## config.mk

```make
export PLATFORM = sky130hd
export DESIGN_NAME = i2c_regfile_slave
export DESIGN_NICKNAME = d
export VERILOG_FILES = /design/src/rtl/i2cs_pkg.sv /design/src/rtl/i2cs_line_filter.sv /design/src/rtl/i2cs_bus_events.sv /design/src/rtl/i2cs_regbank.sv /design/src/rtl/i2c_regfile_slave.sv
export SDC_FILE = /design/constraint.sdc
export NUM_CORES = 1
export LEC_CHECK = 0
export BUFFER_PORTS_ARGS = -buffer_cell sky130_fd_sc_hd__buf_2
export CAP_MARGIN = 40
export CORE_MARGIN = 2
export CORE_UTILIZATION = 60
export CTS_CLUSTER_SIZE = 20
export DETAILED_ROUTE_END_ITERATION = 7
export PLACE_DENSITY_LB_ADDON = 0.2
export SYNTH_ARGS = -nofsm -noshare
export SYNTH_HDL_FRONTEND = slang
export SYNTH_SLANG_ARGS = --single-unit
```

## constraint.sdc

```tcl
create_clock -name clk -period 2.6 [get_ports clk]
set_input_delay 0.39 -clock clk [delete_from_list [all_inputs] [get_ports clk]]
set_output_delay 0.39 -clock clk [all_outputs]
set_load 0.03 [all_outputs]
```

## src/rtl/i2cs_pkg.sv

```systemverilog
package i2cs_pkg;

    typedef enum logic [3:0] {
        ST_IDLE,
        ST_ADDR,
        ST_ACK_SUB,
        ST_SUB,
        ST_ACK_WR,
        ST_WDATA,
        ST_ACK_RD,
        ST_RDATA,
        ST_RACK
    } i2cs_state_e;

    typedef struct packed {
        i2cs_state_e state;
        logic [3:0]  cnt;    // bits shifted in the current byte
        logic [7:0]  shreg;  // receive or transmit shift register
        logic [7:0]  ptr;    // subaddress pointer
        logic        past;   // pointer already ran beyond the top on writes
        logic        oe;     // open-drain pull-down enable
    } i2cs_ctx_t;

endpackage

```

## src/rtl/i2cs_line_filter.sv

```systemverilog
module i2cs_line_filter #(
    parameter int FILT_LEN = 3
) (
    input  logic clk,
    input  logic rst_n,
    input  logic line_i,
    output logic line_o
);
    localparam int CW = $clog2(FILT_LEN + 1);

    logic          s1_q, s2_q, out_q;
    logic [CW-1:0] cnt_q;

    always_ff @(posedge clk or negedge rst_n) begin
        if (!rst_n) begin
            s1_q  <= 1'b1;
            s2_q  <= 1'b1;
            out_q <= 1'b1;
            cnt_q <= '0;
        end else begin
            s1_q <= line_i;
            s2_q <= s1_q;
            if (s2_q != out_q) begin
                if (cnt_q == CW'(FILT_LEN - 1)) begin
                    out_q <= s2_q;
                    cnt_q <= '0;
                end else begin
                    cnt_q <= cnt_q + 1'b1;
                end
            end else begin
                cnt_q <= '0;
            end
        end
    end

    assign line_o = out_q;
endmodule

```

## src/rtl/i2cs_bus_events.sv

```systemverilog
module i2cs_bus_events (
    input  logic clk,
    input  logic rst_n,
    input  logic scl_f,
    input  logic sda_f,
    output logic scl_rise,
    output logic scl_fall,
    output logic bus_start,
    output logic bus_stop
);
    logic scl_prev_q, sda_prev_q;

    always_ff @(posedge clk or negedge rst_n) begin
        if (!rst_n) begin
            scl_prev_q <= 1'b1;
            sda_prev_q <= 1'b1;
        end else begin
            scl_prev_q <= scl_f;
            sda_prev_q <= sda_f;
        end
    end

    assign scl_rise  = scl_f & ~scl_prev_q;
    assign scl_fall  = ~scl_f & scl_prev_q;
    assign bus_start = scl_f & scl_prev_q & sda_prev_q & ~sda_f;
    assign bus_stop  = scl_f & scl_prev_q & ~sda_prev_q & sda_f;
endmodule

```

## src/rtl/i2cs_regbank.sv

```systemverilog
module i2cs_regbank #(
    parameter int          NUM_REGS = 16,
    parameter logic [7:0]  REG0_RST = 8'h12
) (
    input  logic       clk,
    input  logic       rst_n,
    input  logic       wr_en,
    input  logic [7:0] wr_idx,
    input  logic [7:0] wr_val,
    input  logic [7:0] rd_idx,
    output logic [7:0] rd_val
);
    logic [NUM_REGS*8-1:0] flat;

    for (genvar i = 0; i < NUM_REGS; i++) begin : g_reg
        localparam logic [7:0] RV = (i == 0) ? REG0_RST : 8'h00;
        logic [7:0] val_q;
        always_ff @(posedge clk or negedge rst_n) begin
            if (!rst_n)                            val_q <= RV;
            else if (wr_en && wr_idx == 8'(i))     val_q <= wr_val;
        end
        assign flat[i*8 +: 8] = val_q;
    end

    always_comb begin
        rd_val = 8'h00;
        for (int i = 0; i < NUM_REGS; i++) begin
            if (rd_idx == 8'(i)) rd_val = flat[i*8 +: 8];
        end
    end
endmodule

```

## src/rtl/i2c_regfile_slave.sv

```systemverilog
module i2c_regfile_slave
    import i2cs_pkg::*;
#(
    parameter int         NUM_REGS = 16,
    parameter logic [6:0] DEV_BASE = 7'h6A,
    parameter logic [7:0] REG0_RST = 8'h12,
    parameter int         FILT_LEN = 3
) (
    input  logic       clk,
    input  logic       rst_n,
    input  logic       scl_i,
    input  logic       sda_i,
    output logic       sda_oe,
    input  logic       addr_strap,
    output logic       wr_strobe,
    output logic [7:0] wr_addr,
    output logic [7:0] wr_data
);
    localparam logic [7:0] MAX_SUB = 8'(NUM_REGS - 1);
    localparam logic [8:0] NREG9   = 9'(NUM_REGS);

    logic [1:0] line_raw, line_flt;
    logic       scl_flt, sda_flt;
    logic       evt_rise, evt_fall, evt_start, evt_stop;
    logic [7:0] rd_data, dev_addr_unused;
    logic [6:0] dev_addr;
    i2cs_ctx_t  d, q;
    i2cs_state_e cur_state;
    logic       we_d;
    logic [7:0] wa_d, wdat_d;

    assign line_raw = {sda_i, scl_i};
    for (genvar k = 0; k < 2; k++) begin : g_line
        i2cs_line_filter #(.FILT_LEN(FILT_LEN)) u_filt (
            .clk(clk), .rst_n(rst_n), .line_i(line_raw[k]), .line_o(line_flt[k])
        );
    end
    assign scl_flt = line_flt[0];
    assign sda_flt = line_flt[1];

    i2cs_bus_events u_evt (
        .clk(clk), .rst_n(rst_n), .scl_f(scl_flt), .sda_f(sda_flt),
        .scl_rise(evt_rise), .scl_fall(evt_fall),
        .bus_start(evt_start), .bus_stop(evt_stop)
    );

    assign dev_addr        = {DEV_BASE[6:1], addr_strap};
    assign dev_addr_unused = 8'h00;

    always_comb begin
        d      = q;
        we_d   = 1'b0;
        wa_d   = q.ptr;
        wdat_d = q.shreg;
        if (evt_start) begin
            d.state = ST_ADDR;
            d.cnt   = '0;
            d.oe    = 1'b0;
        end else if (evt_stop) begin
            d.state = ST_IDLE;
            d.oe    = 1'b0;
        end else begin
            unique case (q.state)
                ST_ADDR, ST_SUB, ST_WDATA: begin
                    if (evt_rise && q.cnt != 4'd8) begin
                        d.shreg = {q.shreg[6:0], sda_flt};
                        d.cnt   = q.cnt + 4'd1;
                    end else if (evt_fall && q.cnt == 4'd8) begin
                        d.cnt   = '0;
                        d.state = ST_IDLE;
                        if (q.state == ST_ADDR) begin
                            if (q.shreg[7:1] == dev_addr) begin
                                d.oe    = 1'b1;
                                d.state = q.shreg[0] ? ST_ACK_RD : ST_ACK_SUB;
                            end
                        end else if (q.state == ST_SUB) begin
                            if ({1'b0, q.shreg} < NREG9) begin
                                d.oe    = 1'b1;
                                d.ptr   = q.shreg;
                                d.past  = 1'b0;
                                d.state = ST_ACK_WR;
                            end
                        end else if (!q.past) begin
                            we_d    = 1'b1;
                            d.oe    = 1'b1;
                            d.state = ST_ACK_WR;
                            if (q.ptr == MAX_SUB) d.past = 1'b1;
                            else                  d.ptr  = q.ptr + 8'd1;
                        end
                    end
                end
                ST_ACK_SUB: if (evt_fall) begin
                    d.oe    = 1'b0;
                    d.state = ST_SUB;
                end
                ST_ACK_WR: if (evt_fall) begin
                    d.oe    = 1'b0;
                    d.state = ST_WDATA;
                end
                ST_ACK_RD: if (evt_fall) begin
                    d.shreg = rd_data;
                    d.oe    = ~rd_data[7];
                    d.cnt   = '0;
                    d.state = ST_RDATA;
                end
                ST_RDATA: begin
                    if (evt_rise && q.cnt != 4'd8) begin
                        d.cnt = q.cnt + 4'd1;
                    end else if (evt_fall) begin
                        if (q.cnt == 4'd8) begin
                            d.oe    = 1'b0;
                            d.state = ST_RACK;
                        end else if (q.cnt != 4'd0) begin
                            d.shreg = {q.shreg[6:0], 1'b0};
                            d.oe    = ~q.shreg[6];
                        end
                    end
                end
                ST_RACK: if (evt_rise) begin
                    if (!sda_flt) begin
                        d.state = ST_ACK_RD;
                        if (q.ptr != MAX_SUB) d.ptr = q.ptr + 8'd1;
                    end else begin
                        d.state = ST_IDLE;
                    end
                end
                default: ;
            endcase
        end
    end

    always_ff @(posedge clk or negedge rst_n) begin
        if (!rst_n) begin
            q <= '{state: ST_IDLE, cnt: '0, shreg: '0, ptr: '0, past: 1'b0, oe: 1'b0};
        end else begin
            q <= d;
        end
    end

    i2cs_regbank #(.NUM_REGS(NUM_REGS), .REG0_RST(REG0_RST)) u_bank (
        .clk(clk), .rst_n(rst_n), .wr_en(we_d), .wr_idx(wa_d), .wr_val(wdat_d),
        .rd_idx(q.ptr), .rd_val(rd_data)
    );

    assign cur_state = q.state;
    assign sda_oe    = q.oe;
    assign wr_strobe = we_d;
    assign wr_addr   = we_d ? wa_d : dev_addr_unused;
    assign wr_data   = we_d ? wdat_d : dev_addr_unused;
endmodule

```

==> impl_metrics.py <==
metrics = {
    "global_route": {
        "grt_pass1_wl_um": 41200,
        "grt_pass1_vias": 7270,
        "grt-ovfl-total": 0,
        "grt_max_degree": 58,
        "antenna_found_initial": 0,
        "groute.usage.overall_pct": 33.9,
    },
    "synthesis": {
        "synth_edf_count": 0,
        "synthArstFlopShare_pct": 100,
        "synthesis.instances": 862,
        "ys.warnings.count": 0,
        "ys_types": 76,
        "yosysTopAreaCell": "dfrtp_1",
        "synthesis.nets": 873,
        "ys_ff_latch": 166,
        "ys_seq_area_share_pct": 47.2,
        "syn_area_per_cell_um2": 10.2,
        "synthFlopType": "dfrtp_1",
        "mappedNetlistArea_um2": 8830,
        "ys_top_cells_by_area": "dfrtp_1, mux2_2, o21ai_0, dfstp_2, nand2_1",
        "synth_top_area_share_pct": 44.2,
    },
    "sta": {
        "setup_violations": 0,
        "rsz0062_at_grt": "yes",
        "fin_skew_ps": 7.73,
        "finalHoldViolations": 0,
        "fin_crit_sh_pct": 97.7,
        "finalMaxSlewViolations": 0,
        "postLayoutSetupSlackWorst_ps": 60.8,
        "worst_pin_slew_ps": 852,
        "slew_headroom_pct": 43.0,
        "max_freq_mhz": 394,
        "min_period_ps": 2540,
    },
    "placed_design": {
        "preCtsSetupSlack_ps": -77.3,
        "port_buffers": 22,
        "hpwl_um": 17800,
        "dp.cells": 1063,
        "gp_congestion": 0.978,
    },
    "critical_path": {
        "cp_max_fo": 11,
        "startpoint_type": "flip-flop",
        "cp-end-kind": "output pin",
        "crit_required_ps": 2210,
        "critPathKind": "flip-flop to output pin",
        "startpoint": "q[19]",
        "rr_startpoint": "wa_d[4]",
        "cp_data_arrival_time_ps": 2150,
    },
    "power_and_ir_drop": {
        "pwr-share-seq_pct": 42.0,
        "p_leak_nw": 4.62,
        "power.density_nw_per_um2": 680,
        "p_clk_share_pct": 35.4,
        "switching_share_pct": 32.7,
        "vdd.ir_drop.worst_v": 0.000474,
        "p_comb_share_pct": 22.6,
        "power.switching_w": 0.00228,
        "p_int_w": 0.00469,
    },
    "cells_and_area": {
        "final_cell_mix": "dfrtp_1, mux2_2, o21ai_0, buf_4, nand2_1",
        "nNetsFinal": 916,
        "syn_to_final_growth_pct": 16.2,
        "drive_gt1_share_pct": 31.9,
        "instances_no_fill": 1102,
        "n_antenna_cell": 0,
        "final_common_cell": "dfrtp_1",
        "finalCoreUtilization_pct": 70.8,
    },
    "clock_network": {
        "cts_buffer_depth": 2,
        "cts_sinks": 166,
        "clk_pin_slew_ps": 60,
        "cts-root-buf": "clkbuf_16",
        "cts_tree": "yes",
        "numCtsBuffers": 17,
        "htreeDepth": 4,
        "clk_latency_ps": 440,
    },
    "floorplanning": {
        "core_um2": 14500,
        "fp.dieH_um": 125,
        "fp.dieW_um": 125,
        "row_count": 44,
        "fp.dieArea_um2": 15700,
        "start_util_pct": 61.0,
        "io_pins": 23,
    },
    "routing": {
        "wl_per_cell_um": 23.6,
        "drt_iter0_drc": 868,
        "routed_via_density": 6.76,
        "drcViolationCount": 0,
        "totalWireLength_um": 26000,
        "detail-route-antenna-nets": 0,
        "drtPass1Iterations": 5,
        "num_vias": 7447,
    },
    "min_path": {
        "worstHoldStart": "sda_i",
        "min_path_type": "primary input to flip-flop",
    },
    "flow_run": {
        "drv_cap": 0,
    },
    "outcome": {
        "status": "finished clean",
    },
}
[cell families (layout without fill, tap and decap cells)]
kind of cell / after synthesis / after routing / share of synthesized area (%)
flip-flops: 166 / 166 / 47.2
AND/OR/NAND/NOR: 258 / 258 / 16.3
AO/OA/AOI/OAI: 234 / 234 / 17.5
adder cells (fa/ha/maj): 6 / 6 / 0.850
buffers and inverters: 88 / 144 / 4.29
multiplexers: 105 / 105 / 13.4
XOR/XNOR: 5 / 5 / 0.496
[power by group through the flow]
stage          sequential (W)  combinational (W)  clock [W]
6_report              0.00293            0.00158    0.00247
5_1_grt               0.00294            0.00170    0.00261
4_1_cts               0.00291            0.00150    0.00249
3_5_place_dp          0.00296            0.00145          0
3_3_place_gp          0.00294            0.00141          0
2_1_floorplan         0.00285            0.00104          0
[per-layer routing]
| layer | vias up | track usage, % | routed length [µm] |
|---|---|---|---|
| li1 | 3276 | - | - |
| met1 | 3687 | 46.7 | 10500 |
| met2 | 405 | 51.2 | 12000 |
| met3 | 79 | 9.07 | 2460 |
| met4 | 0 | 14.3 | 993 |
| met5 | - | 0 | 0 |
[repair_timing]
item,4_1_cts,5_1_grt
hold buffers,1,0
endpoints found under the hold margin,50,0
endpoints found under the setup margin,23,29
buffers inserted,2,3
pin swaps,2,2
resized for setup,27,38
cloned,0,1
[synthesized netlist by cell type, drive strengths merged (8+ instances only)]
| library cell | instances |
|---|---|
| nor3b | 8 |
| and3 | 13 |
| o31ai | 10 |
| nor2 | 36 |
| and2 | 22 |
| nand2 | 71 |
| o22ai | 18 |
| a31oi | 12 |
| dfrtp | 156 |
| dfstp | 10 |
| a21oi | 40 |
| buf | 26 |
| o21ai | 74 |
| nand2b | 9 |
| nand3 | 32 |
| nand4 | 10 |
| nor2b | 15 |
| mux2 | 103 |
| o211ai | 10 |
| clkbuf | 43 |
| nor3 | 13 |
| inv | 19 |
[state kept, by name (all words and copies together) (netlist names)]
name,flops
g_line.u_filt.s1_q,2
wa_d,8
u_evt.scl_prev_q,1
g_line.u_filt.cnt_q,4
u_evt.sda_prev_q,1
g_line.u_filt.line_o,2
u_bank.g.val_q,128
wdat_d,8
cur_state,4
g_line.u_filt.s2_q,2
q,5
sda_oe,1
[critical path, cell delays in order (launching register included)]
cell	delay [ps]
dfrtp_1	410
inv_2	90
ha_4	160
nand3b_1	160
nor4_4	200
and3_4	270
buf_12	130
and2_1	130
buf_4	160
[worst paths after layout]
kind / endpoint / slack, ps / cells after the start
hold / removal: g_line[1].u_filt.s1_q / 50 / 1
max in group asynchronous: u_bank.g_reg[14].val_q[2] / 1190 / 4
setup / recovery: wr_data[0] / 60 / 8
hold reg to reg: g_line[0].u_filt.s2_q / 350 / 0
setup reg to reg: sda_oe / 70 / 7
min in group asynchronous: cur_state[3] / 490 / 2
[per-stage QoR]
stage | cell area, µm² | total power [W] | setup TNS (ps) | hold slack, ps
global placement | 9390 | 0.00436 | 0 | 346
finish | 10300 | 0.00697 | 0 | 45.6
floorplan | 8830 | 0.00389 | 0 | 94.4
detailed placement | 9390 | 0.00441 | -116 | 347
CTS | 10100 | 0.00690 | 0 | 29.7
global route | 10300 | 0.00725 | -120 | 29.0
[final cells by class]
class                      instances  area [µm²]
clock buffer                      20         457
clock inverter                    12         119
fill                            1041        4220
inverter                          19        71.3
multi-input combinational        608        4400
sequential                       166        4170
tap                              184         230
timing repair buffer              93         812
Note: power is estimated with default switching activity, not from simulation.
